### config.mk
export PLATFORM = sky130hd
export DESIGN_NAME = sleep_seq_top
export DESIGN_NICKNAME = d
export VERILOG_FILES = /design/src/rtl/sleep_seq_pkg.sv /design/src/rtl/sleep_seq_ctrl.sv /design/src/rtl/sleep_seq_dpath.sv /design/src/rtl/sleep_seq_top.sv
export SDC_FILE = /design/constraint.sdc
export NUM_CORES = 1
export LEC_CHECK = 0
export ABC_AREA = 1
export BUFFER_PORTS_ARGS = -buffer_cell sky130_fd_sc_hd__clkbuf_2
export CORE_ASPECT_RATIO = 0.7
export CORE_MARGIN = 4
export CORE_UTILIZATION = 40
export DETAILED_ROUTE_END_ITERATION = 8
export SKIP_CTS_REPAIR_TIMING = 1
export SLEW_MARGIN = 20
export SYNTH_ARGS = -nofsm -noshare
export SYNTH_HDL_FRONTEND = slang
export SYNTH_HIERARCHICAL = 1
export SYNTH_SLANG_ARGS = --single-unit
### constraint.sdc
create_clock -name clk -period 4.7 [get_ports clk]
set_input_delay 0.235 -clock clk [delete_from_list [all_inputs] [get_ports clk]]
set_output_delay 0.235 -clock clk [all_outputs]
set_load 0.02 [all_outputs]
### src/rtl/sleep_seq_pkg.sv
package sleep_seq_pkg;

  typedef enum logic [1:0] {
    ST_RUN  = 2'b00,
    ST_WAIT = 2'b01,
    ST_STOP = 2'b10,
    ST_STAB = 2'b11
  } slpState_e;

  typedef struct packed {
    logic cntClr;
    logic cntEn;
    logic entry;
    logic irqExit;
    logic rstExit;
  } ctlStrobe_t;

endpackage

### src/rtl/sleep_seq_ctrl.sv
module sleep_seq_ctrl
  import sleep_seq_pkg::*;
(
  input  logic       clk,
  input  logic       rstN,
  input  logic       stopReq,
  input  logic       waitReq,
  input  logic       extIrqA,
  input  logic       extIrqB,
  input  logic       busResume,
  input  logic       timerIrq,
  input  logic       timer2Irq,
  input  logic       extRst,
  input  logic       busRst,
  input  logic       lvRst,
  input  logic       cntDone,
  output slpState_e  state,
  output ctlStrobe_t strobe
);

  logic      deepWake;
  logic      lightWake;
  logic      anyRst;
  slpState_e nextState;

  assign deepWake  = extIrqA | extIrqB | busResume;
  assign lightWake = deepWake | timerIrq | timer2Irq;
  assign anyRst    = extRst | busRst | lvRst;

  always_comb begin
    nextState      = state;
    strobe         = '0;
    strobe.cntEn   = (state == ST_STAB);
    strobe.cntClr  = (state != ST_STAB);
    unique case (state)
      ST_RUN: begin
        if (stopReq) begin
          nextState    = ST_STOP;
          strobe.entry = 1'b1;
        end else if (waitReq) begin
          nextState    = ST_WAIT;
          strobe.entry = 1'b1;
        end
      end
      ST_WAIT: begin
        if (anyRst) begin
          nextState      = ST_RUN;
          strobe.rstExit = 1'b1;
        end else if (lightWake) begin
          nextState      = ST_RUN;
          strobe.irqExit = 1'b1;
        end
      end
      ST_STOP: begin
        if (anyRst) begin
          nextState      = ST_RUN;
          strobe.rstExit = 1'b1;
        end else if (deepWake) begin
          nextState      = ST_STAB;
          strobe.irqExit = 1'b1;
        end
      end
      ST_STAB: begin
        if (anyRst) begin
          nextState      = ST_RUN;
          strobe.rstExit = 1'b1;
        end else if (cntDone) begin
          nextState      = ST_RUN;
        end
      end
      default: nextState = ST_RUN;
    endcase
  end

  always_ff @(posedge clk or negedge rstN) begin
    if (!rstN) state <= ST_RUN;
    else       state <= nextState;
  end

  // a deep-sleep request taken in RUN lands in STOP
  a_r2_stop_entry: assert property (@(posedge clk) disable iff (!rstN)
    (state == ST_RUN && stopReq) |=> (state == ST_STOP));

  // timers alone do not disturb deep sleep
  a_r6_timer_ignored: assert property (@(posedge clk) disable iff (!rstN)
    (state == ST_STOP && !deepWake && !anyRst) |=> (state == ST_STOP));

  // any reset source returns to RUN from a sleep state
  a_r9_rst_exit: assert property (@(posedge clk) disable iff (!rstN)
    (state != ST_RUN && anyRst) |=> (state == ST_RUN));

  // requests outside RUN are ignored
  a_r10_wait_holds: assert property (@(posedge clk) disable iff (!rstN)
    (state == ST_WAIT && !lightWake && !anyRst) |=> (state == ST_WAIT));

  // a finished count releases STABILIZE
  a_r8_done_exits: assert property (@(posedge clk) disable iff (!rstN)
    (state == ST_STAB && cntDone && !anyRst) |=> (state == ST_RUN));

endmodule

### src/rtl/sleep_seq_dpath.sv
module sleep_seq_dpath
  import sleep_seq_pkg::*;
#(
  parameter int SHORT_DLY = 128,
  parameter int LONG_DLY  = 4064
) (
  input  logic       clk,
  input  logic       rstN,
  input  slpState_e  state,
  input  ctlStrobe_t strobe,
  input  logic       longDelay,
  output logic       cntDone,
  output logic       oscEn,
  output logic       cpuClkEn,
  output logic       maskClr,
  output logic       irqEnSet,
  output logic       wakeIrq,
  output logic       wakeRst
);

  localparam int MAX_DLY = (LONG_DLY > SHORT_DLY) ? LONG_DLY : SHORT_DLY;
  localparam int CNT_W   = $clog2(MAX_DLY + 1);
  localparam logic [CNT_W-1:0] SHORT_LAST = CNT_W'(SHORT_DLY - 1);
  localparam logic [CNT_W-1:0] LONG_LAST  = CNT_W'(LONG_DLY - 1);

  logic [CNT_W-1:0] cnt;

  always_ff @(posedge clk or negedge rstN) begin
    if (!rstN)              cnt <= '0;
    else if (strobe.cntClr) cnt <= '0;
    else if (strobe.cntEn)  cnt <= cnt + 1'b1;
  end

  assign cntDone = (cnt == (longDelay ? LONG_LAST : SHORT_LAST));

  always_ff @(posedge clk or negedge rstN) begin
    if (!rstN) begin
      maskClr  <= 1'b0;
      irqEnSet <= 1'b0;
      wakeIrq  <= 1'b0;
      wakeRst  <= 1'b0;
    end else begin
      maskClr  <= strobe.entry;
      irqEnSet <= strobe.entry;
      wakeIrq  <= strobe.irqExit;
      wakeRst  <= strobe.rstExit;
    end
  end

  assign oscEn    = (state != ST_STOP);
  assign cpuClkEn = (state == ST_RUN);

  // counter sits at zero throughout deep sleep
  a_r8_cnt_zero_in_stop: assert property (@(posedge clk) disable iff (!rstN)
    (state == ST_STOP) |-> (cnt == '0));

  // entry strobes fire together for a single cycle
  a_r4_strobes_paired: assert property (@(posedge clk) disable iff (!rstN)
    maskClr |-> (irqEnSet && (state == ST_STOP || state == ST_WAIT)));

  a_r4_single_cycle: assert property (@(posedge clk) disable iff (!rstN)
    maskClr |=> !maskClr);

  // reset wake never reports as an interrupt wake
  a_r9_exclusive: assert property (@(posedge clk) disable iff (!rstN)
    !(wakeIrq && wakeRst));

endmodule

### src/rtl/sleep_seq_top.sv
module sleep_seq_top
  import sleep_seq_pkg::*;
#(
  parameter int SHORT_DLY = 128,
  parameter int LONG_DLY  = 4064
) (
  input  logic       clk,
  input  logic       rstN,
  input  logic       stopReq,
  input  logic       waitReq,
  input  logic       extIrqA,
  input  logic       extIrqB,
  input  logic       busResume,
  input  logic       timerIrq,
  input  logic       timer2Irq,
  input  logic       extRst,
  input  logic       busRst,
  input  logic       lvRst,
  input  logic       longDelay,
  output logic       oscEn,
  output logic       cpuClkEn,
  output logic       maskClr,
  output logic       irqEnSet,
  output logic       wakeIrq,
  output logic       wakeRst,
  output logic [1:0] sleepState
);

  slpState_e  state;
  ctlStrobe_t strobe;
  logic       cntDone;

  sleep_seq_ctrl ctrl_i (
    .clk(clk), .rstN(rstN), .stopReq(stopReq), .waitReq(waitReq),
    .extIrqA(extIrqA), .extIrqB(extIrqB), .busResume(busResume),
    .timerIrq(timerIrq), .timer2Irq(timer2Irq), .extRst(extRst),
    .busRst(busRst), .lvRst(lvRst), .cntDone(cntDone),
    .state(state), .strobe(strobe)
  );

  sleep_seq_dpath #(.SHORT_DLY(SHORT_DLY), .LONG_DLY(LONG_DLY)) dpath_i (
    .clk(clk), .rstN(rstN), .state(state), .strobe(strobe),
    .longDelay(longDelay), .cntDone(cntDone), .oscEn(oscEn),
    .cpuClkEn(cpuClkEn), .maskClr(maskClr), .irqEnSet(irqEnSet),
    .wakeIrq(wakeIrq), .wakeRst(wakeRst)
  );

  assign sleepState = state;

endmodule

==> reports/qor.yml, run 1 <==
run_status: "completed"
netlist_area_before_placement_mm2: 0.00113
final-instance-count-excl-fill: 210
synth_ff_type: "dfrtp_1"
fill_cell_count: 256
count_of_flip_flops_with_a_built_in_enable_after_synthesis: 0
grt_setup_unrepaired: "false"
seq_area_frac_synth: 0.376
yosys.cell_count.top_type: "nand2_1"
postSynth.asyncResetShare: 1.00
grt_start_max_net_pins: 18
timing.setup.critical_path_class: "reg2reg"
post_synth_inst_count: 152
dpl_worst_slack_ps: 2950
area_growth_syn_to_layout_pct: 16.8
cts_root_buffer: "clkbuf_8"
worstSkewPairLatency_ps: 250
firstDrtPassIters: 4
path_clk_slew_ps: 70
yosysTopAreaCell: "dfrtp_1"
hp-class: "in2reg"
clock_path_buffers: 2
cts_made_buffers: 3
first_global_vias: 932
finalWirelength_mm: 2.40
final_min_period_over_clock_period: 0.374
numPlacedInstances: 205
max-vdd-ir-drop_mv: 0.209
unique_masters_post_synth: 25
floorplan.io_pins: 21
clock-skew-final_ps: 2.21
timing.critical_path.from_type: "register"
seqCellArea_um2: 425
tritoncts_clock_tree: "done"
worst_pin_slew_ps: 428
grt_pass1_wl_mm: 4.08
routed_via_density: 4.85
synth_top_area_frac: 0.376
power.density_cell_area_mw_per_mm2: 377
post_synth.cell_area_avg_um2: 7.44
clock_sinks: 17
synth.yosys.warnings: 6
setup_viol: 0
overall_die_area_mm2: 0.00376
place.gp.congestion: 0.855
post_route_drc: 0
slew-limit-headroom: 0.714
fmax_mhz: 569
yosys-top-cells-count: "28 x nand2_1, 27 x inv_1, 22 x nor2_1"
finalCriticalPeriod_ps: 1760
core_area_mm2: 0.00257
die_x_um: 71.6
die_h_um: 52.5
layout-drive-gt1-share: 0.210
multiInputGateArea_um2: 593
crit_fanout: 8
grt_util_all_layers: 0.144
antenna_found_initial: 0
critical_path.endpoint_type: "register"
postSynthRegisterBits: 17
globalRoute.totalOverflow: 0
floorplan.initialDensity: 0.440
dpl.hpwl_mm: 1.95
drt-initial-drc-count: 64
num_antenna_cells: 0
fin_nets: 196
top_area_cells_in_the_synthesized_netlist: "dfrtp_1 38%, nand2_1 9.3%, inv_1 9.0%"
p_leak_nw: 0.690
timing.critical_path.required_ps: 4880
hold_viol: 0
total_via_count_in_the_routed_design: 1018
number_of_port_buffers: 20
average_detailed_routed_wire_length_per_instance_um: 11.4
drv_cap: 0
drtAntennaViolNets: 0
report.final.slew_viol_count: 0
rows: 15
worstPathArrival_ps: 1930
fin_tns_setup_ps: 0
synth.net_count: 171
fin_ws_ps: 2940
clock_tree.htree_level_count: 1
==> critical path, stage by stage, from the launching register on <==
cell and delay (ps):
dfrtp_1 450, ha_1 320, inv_1 280, nor2_4 120, nor2_4 160, nand4_2 100
nand2_1 70, nand2_1 40, nor2_1 120
==> flip-flops by register name (all words and copies together), names as in the netlist <==
name              count
dpath_i/irqEnSet      1
dpath_i/wakeIrq       1
dpath_i/wakeRst       1
ctrl_i/state          2
dpath_i/cnt          12
==> metrics by stage <==
step / power [W] / hold slack, ps / utilization / area, um^2
2_1_floorplan: 0.000327 / -60.6 / - / 1130
3_3_place_gp: 0.000387 / 193 / 0.492 / 1270
5_1_grt: 0.000538 / 272 / 0.514 / 1320
4_1_cts: 0.000503 / -76.7 / 0.510 / 1310
3_5_place_dp: 0.000391 / 198 / 0.492 / 1270
6_report: 0.000499 / 234 / 0.514 / 1320
==> cells by family (layout without fill, tap and decap cells) <==
logic type / after synthesis / in the layout / synth area share
simple gates: 83 / 83 / 0.371
buf+inv: 29 / 53 / 0.0996
flops: 17 / 17 / 0.376
compound gates: 16 / 16 / 0.0796
fa+ha+maj: 6 / 6 / 0.0664
xor+xnor: 1 / 1 / 0.00774
==> layout make-up <==
cell class / count / area share
clock buffers: 4 / 0.0341
well taps: 34 / 0.0322
repair buffers: 21 / 0.0833
inverters: 28 / 0.0795
multi-input cells: 106 / 0.449
flip-flops and latches: 17 / 0.322
==> placed cells by master (no fill, tap or decap), types with 3 or more instances in the layout <==
| cell type | synthesis | routed |
|---|---|---|
| a21oi_1 | 7 | 7 |
| clkbuf_2 | 0 | 20 |
| clkbuf_8 | 0 | 3 |
| dfrtp_1 | 17 | 17 |
| ha_1 | 6 | 6 |
| inv_1 | 27 | 27 |
| nand2_1 | 28 | 28 |
| nand2_2 | 3 | 3 |
| nand3_1 | 7 | 7 |
| nand4_1 | 5 | 5 |
| nor2_1 | 22 | 22 |
| nor2_4 | 6 | 6 |
| nor3_1 | 6 | 6 |
| o21ai_0 | 5 | 5 |
==> worst paths after layout <==
path | start | endpoint | slack, ps | depth (start not counted)
min in group asynchronous | rstN | dpath_i/cnt[7]$_DFFE_PN0P_ | 440 | 2
worst max-delay path | ctrl_i/state[0]$_DFFE_PN0P_ | dpath_i/cnt[10]$_DFFE_PN0P_ | 2940 | 8
worst min register to register | dpath_i/cnt[8]$_DFFE_PN0P_ | dpath_i/cnt[8]$_DFFE_PN0P_ | 550 | 2
worst min-delay path | waitReq | dpath_i/irqEnSet$_DFF_PN0_ | 230 | 3
max in group asynchronous | rstN | dpath_i/cnt[6]$_DFFE_PN0P_ | 3960 | 2
worst max register to register | ctrl_i/state[0]$_DFFE_PN0P_ | dpath_i/cnt[10]$_DFFE_PN0P_ | 2940 | 8
==> report_power, final <==
group	leakage [nW]	switching, W	internal [W]
Clock	0.0228	0.0000521	0.0000603
Sequential	0.232	0.0000189	0.000164
Combinational	0.436	0.000137	0.0000662
Total	0.690	0.000208	0.000291
==> metal layers <==
metal  GRT usage  wire length (um)  vias to the layer above
li1            -                 -                      525
met1       0.197              1210                      465
met2       0.212              1020                       23
met3      0.0479               145                        5
met4      0.0469                27                        0
met5           0                 0                        -
(Power assumes the default switching activity.)
==> run 2: changes to the inputs <==
==> constraint.sdc (replaced) <==
create_clock -name clk -period 1.65 [get_ports clk]
set_input_delay 0.0825 -clock clk [delete_from_list [all_inputs] [get_ports clk]]
set_output_delay 0.0825 -clock clk [all_outputs]
set_load 0.02 [all_outputs]
==> reports/qor.yml, run 2 (synthesized netlist as in run 1, its figures left out) <==
most_common_library_cell_in_the_layout_ignoring_fill_and_taps: "nand2_1"
globalRoute.totalOverflow: 0
overall_die_area_mm2: 0.00376
slew-limit-headroom: 0.714
p_sw_w: 0.000615
grt_start_max_net_pins: 18
die_x_um: 71.6
timing.critical_path.max_delay_family: "simple AND/OR/NAND/NOR gates"
timing.critical_path.required_ps: 1800
timing.setup.critical_path_class: "reg2reg"
largest_registers: "dpath_i/cnt x12, ctrl_i/state x2"
power_frac_clock: 0.217
rows: 15
routed_via_density: 4.82
crit_buf_inv: 2
dpl_worst_slack_ps: 64.5
floorplan.initialDensity: 0.440
finalWirelength_mm: 2.68
largest_register: "dpath_i/cnt"
cts_made_buffers: 3
numPlacedInstances: 210
drv_cap: 0
antenna_found_initial: 0
tritoncts_clock_tree: "done"
final_min_period_over_clock_period: 0.952
drtAntennaViolNets: 0
firstDrtPassIters: 4
total_via_count_in_the_routed_design: 1047
worstPathArrival_ps: 1720
p_seq_frac: 0.332
grt_setup_unrepaired: "true"
path_depth: 13
clock_sinks: 17
p_int_w: 0.000865
finalCriticalPeriod_ps: 1570
die_h_um: 52.5
layout.cells.most_common_list: "26 x nand2_1, 25 x inv_1, 22 x nor2_1"
crit_slowest_cell: "dfrtp_1"
worstSkewPairLatency_ps: 260
path_clk_slew_ps: 70
clock_tree.htree_level_count: 1
worst_pin_slew_ps: 430
cts_root_buffer: "clkbuf_8"
floorplan.io_pins: 21
finalPower_w: 0.00148
place.gp.congestion: 0.879
critPathMaxStageDelay_ps: 370
fin_nets: 203
combinational_power_share: 0.451
hold_viol: 0
holdPathStages: 3
clock_path_buffers: 2
dpl.hpwl_mm: 2.06
setup_viol: 0
average_detailed_routed_wire_length_per_instance_um: 12.4
p_leak_nw: 0.721
power.density_cell_area_mw_per_mm2: 1070
post_route_drc: 0
area_growth_syn_to_layout_pct: 22.5
fmax_mhz: 636
switching_share: 0.415
critical_path.cell_chain: "ha_2 -> nand2_2 -> inv_2 -> nand2_2 -> nand3b_1 -> nor2_1 -> inv_1 -> nand2_1 -> nor2_1 -> nor2_1 -> nand3_2 -> nand2_1 -> nand2_1"
hp-class: "in2reg"
fin_ws_ps: 78.8
drt-initial-drc-count: 28
first_global_vias: 995
max-vdd-ir-drop_mv: 0.948
num_antenna_cells: 0
report.final.slew_viol_count: 0
crit_fanout: 2
clock-skew-final_ps: 2.42
run_status: "completed"
timing.critical_path.from_type: "register"
final-instance-count-excl-fill: 217
critical_path.endpoint_type: "register"
number_of_flip_flops_in_the_largest_register: 12
number_of_port_buffers: 20
layout-drive-gt1-share: 0.279
core_area_mm2: 0.00257
path_depth_of_the_worst_reg2reg_path: 13
grt_util_all_layers: 0.153
grt_pass1_wl_mm: 4.42
==> run 2: cell count changes in the layout (fill, tap and decap cells not counted) <==
cell      delta
clkinv_2     +1
buf_4        +7
ha_1         -2
o21ai_0      -1
nand2_1      -2
clkbuf_1     -1
o21ai_1      +1
inv_2        +2
inv_1        -2
nand2_2      +2
ha_2         +2
==> run 2: metrics by stage <==
step	setup TNS [ps]	area (um^2)	util	hold WS, ps
4_1_cts	0	1350	0.526	-235
3_5_place_dp	0	1310	0.508	39.6
3_3_place_gp	0	1310	0.508	38.2
6_report	0	1390	0.539	65.2
2_1_floorplan	0	1130	-	-213
5_1_grt	-180	1390	0.539	78.2
==> run 2: path summary, 6_finish.rpt <==
path / startpoint / end / slack [ps]
max: dpath_i/cnt[0]$_DFFE_PN0P_ / ctrl_i/state[1]$_DFFE_PN0P_ / 80
max reg2reg: dpath_i/cnt[0]$_DFFE_PN0P_ / ctrl_i/state[1]$_DFFE_PN0P_ / 80
min in group asynchronous: rstN / dpath_i/cnt[0]$_DFFE_PN0P_ / 290
min: waitReq / dpath_i/irqEnSet$_DFF_PN0_ / 70
min reg2reg: dpath_i/cnt[4]$_DFFE_PN0P_ / dpath_i/cnt[4]$_DFFE_PN0P_ / 570
max in group asynchronous: rstN / dpath_i/wakeRst$_DFF_PN0_ / 1060
==> run 2: area by class of cell <==
type,instances,area (um^2)
clock buffer,3,41.3
clock inverter,1,5.00
fill,252,1190
inverter,28,105
multi-input combinational,106,603
sequential,17,425
tap,34,42.5
timing repair buffer,28,163
==> run 2: worst register-to-register path, cell delays in order (launching register included) <==
cell and delay [ps]:
dfrtp_1 370, ha_2 200, nand2_2 70, inv_2 50, nand2_2 50, nand3b_1 140, nor2_1 130, inv_1 50
nand2_1 50, nor2_1 40, nor2_1 110, nand3_2 90, nand2_1 70, nand2_1 50
==> run 2: power groups by stage <==
| stage | Clock (W) | Combinational [W] | Sequential [W] |
|---|---|---|---|
| floorplan | 0 | 0.000347 | 0.000586 |
| global placement | 0 | 0.000650 | 0.000497 |
| detailed placement | 0 | 0.000672 | 0.000500 |
| CTS | 0.000328 | 0.000675 | 0.000492 |
| global route | 0.000348 | 0.000742 | 0.000495 |
| finish | 0.000320 | 0.000668 | 0.000491 |
==> run 2: metal layers <==
| metal | global-route usage | up-vias | share of wire |
|---|---|---|---|
| met3 | 0.0421 | 4 | 0.053 |
| met4 | 0.0375 | 0 | 0.0078 |
| met5 | 0 | - | 0 |
| met2 | 0.250 | 26 | 0.45 |
| met1 | 0.200 | 479 | 0.49 |
| li1 | - | 538 | - |
==> run 3: changes to the inputs <==
--- a/config.mk
+++ b/config.mk
@@ -11,6 +11,7 @@
 export CORE_MARGIN = 4
 export CORE_UTILIZATION = 40
 export DETAILED_ROUTE_END_ITERATION = 8
+export GPL_TIMING_DRIVEN = 0
 export SKIP_CTS_REPAIR_TIMING = 1
 export SLEW_MARGIN = 20
 export SYNTH_ARGS = -nofsm -noshare
==> reports/qor.yml, run 3 (synthesized netlist as in run 1, its figures left out) <==
cts_root_buffer: "clkbuf_8"
drt-initial-drc-count: 32
critical_path.cell_chain: "ha_4 -> nand2_4 -> inv_2 -> nand2_2 -> nand3b_1 -> nor2_2 -> buf_4 -> nor2_1 -> nand3_1 -> nand2_1 -> nor2_2 -> nand3_1 -> nand2_1"
globalRoute.totalOverflow: 0
worstSkewPairLatency_ps: 260
timing.critical_path.required_ps: 1840
first_global_vias: 951
clock_sinks: 17
holdPathStages: 3
post-route-util: 0.543
hp-start: "waitReq"
cts_made_buffers: 3
r2r_start: "dpath_i/cnt[0]$_DFFE_PN0P_"
area_growth_syn_to_layout_pct: 23.3
clock_path_buffers: 2
finish.instance_area_mm2: 0.00140
slew-limit-headroom: 0.705
firstDrtPassIters: 4
die_h_um: 52.5
clock_tree.htree_level_count: 1
power.density_cell_area_mw_per_mm2: 1050
failing_checks: "setup timing"
hold_viol: 0
fin_nets: 200
min_delay_worst_endpoint: "dpath_i/irqEnSet$_DFF_PN0_"
report.final.slew_viol_count: 0
largest_registers: "dpath_i/cnt x12, ctrl_i/state x2"
fill_cell_count: 267
die_x_um: 71.6
post_route_drc: 0
timing.critical_path.max_delay_family: "simple AND/OR/NAND/NOR gates"
number_of_flip_flops_in_the_largest_register: 12
floorplan.initialDensity: 0.440
routed_via_density: 4.82
average_detailed_routed_wire_length_per_instance_um: 11.9
drv_cap: 0
timing.setup.critical_path_class: "reg2reg"
overall_die_area_mm2: 0.00376
layout-drive-gt1-share: 0.283
floorplan.io_pins: 21
layout.cells.most_common_list: "26 x inv_1, 26 x nand2_1, 20 x nor2_1, 20 x clkbuf_2, 15 x dfrtp_1"
timing.critical_path.from_type: "register"
path_clk_slew_ps: 70
crit_fanout: 3
grt_setup_unrepaired: "true"
hp-class: "in2reg"
largest_register: "dpath_i/cnt"
reg2reg_to: "ctrl_i/state[1]$_DFFE_PN0P_"
dpl.hpwl_mm: 1.96
worst_pin_slew_ps: 443
tritoncts_clock_tree: "done"
r2r_setup_slack_ps: -40
crit_slowest_cell: "dfrtp_1"
final_min_period_over_clock_period: 1.02
dpl_cell_area_mm2: 0.00128
finalCriticalPeriod_ps: 1690
path_depth_of_the_worst_reg2reg_path: 13
finalWirelength_mm: 2.54
max-vdd-ir-drop_mv: 0.776
fin_ws_ps: -39.0
number_of_port_buffers: 20
antenna_found_initial: 0
grt_start_max_net_pins: 18
run_status: "finished with violations"
place.gp.congestion: 0.845
grt_pass1_wl_mm: 4.23
crit_buf_inv: 2
total_via_count_in_the_routed_design: 1031
setup_viol: 2
drtAntennaViolNets: 0
core_area_mm2: 0.00257
critPathMaxStageDelay_ps: 410
dpl_worst_slack_ps: -59.4
fin_worst_hold_slack_ps: 76.0
rows: 15
p_leak_nw: 0.723
fmax_mhz: 592
num_antenna_cells: 0
critical_path.endpoint_type: "register"
worstPathArrival_ps: 1880
clock-skew-final_ps: 4.59
grt_util_all_layers: 0.148
## run 3: changes by cell type in the layout (fill, tap and decap cells not counted), moves of 2 or more
cell | previous run | this run
dfrtp_1 | 17 | 15
buf_4 | 7 | 4
dfrtp_2 | 0 | 2
ha_4 | 0 | 2
ha_2 | 2 | 0
nor2_2 | 1 | 3
nor2_1 | 22 | 20
## run 3: final cells by class
cell class	count	area (um^2)	share of cell area
sequential	17	428	0.307
timing repair buffer	24	133	0.0951
multi-input combinational	106	633	0.454
tap	34	42.5	0.0305
clock buffer	3	41.3	0.0296
buffer	1	7.51	0.00538
inverter	28	105	0.0753
clock inverter	1	5.00	0.00359
## run 3: per-layer routing
metal / share of wire / vias up / global-route usage / routed length, um
met1: 0.49 / 476 / 0.208 / 1240
met3: 0.041 / 4 / 0.0479 / 103
met4: 0.012 / 0 / 0.0469 / 30
met5: 0 / - / 0 / 0
li1: - / 534 / - / -
met2: 0.46 / 17 / 0.213 / 1170
## run 3: worst max-delay path by stage
stage	start	endpoint	slack [ps]	cells after the start
6_report	dpath_i/cnt[0]$_DFFE_PN0P_	ctrl_i/state[1]$_DFFE_PN0P_	-40	13
5_1_grt	dpath_i/cnt[1]$_DFFE_PN0P_	ctrl_i/state[1]$_DFFE_PN0P_	-180	13
4_1_cts	dpath_i/cnt[0]$_DFFE_PN0P_	ctrl_i/state[1]$_DFFE_PN0P_	-90	13
3_5_place_dp	dpath_i/cnt[0]$_DFFE_PN0P_	ctrl_i/state[1]$_DFFE_PN0P_	-60	13
3_3_place_gp	dpath_i/cnt[0]$_DFFE_PN0P_	ctrl_i/state[1]$_DFFE_PN0P_	-6	13
2_1_floorplan	ctrl_i/state[1]$_DFFE_PN0P_	dpath_i/cnt[5]$_DFFE_PN0P_	50	7
## run 3: where the power goes
part           internal (W)  total [W]  switching (W)
Clock              0.000168   0.000316       0.000148
Sequential         0.000472   0.000535      0.0000629
Combinational      0.000214   0.000612       0.000398
## run 3: stage by stage
step	power, W	cells	setup TNS, ps
after floorplan	0.000933	152	0
after global placement	0.00111	206	-12.1
after detailed placement	0.00113	206	-108
after CTS	0.00146	210	-167
after global routing	0.00157	214	-573
final	0.00146	214	-74.6
## run 3: worst reg2reg max path: stages, from the launching register on
cell and delay, ps:
dfrtp_1 410, ha_4 170, nand2_4 70, inv_2 60, nand2_2 50, nand3b_1 160, nor2_2 140, buf_4 120
nor2_1 40, nand3_1 80, nand2_1 60, nor2_2 100, nand3_1 90, nand2_1 80
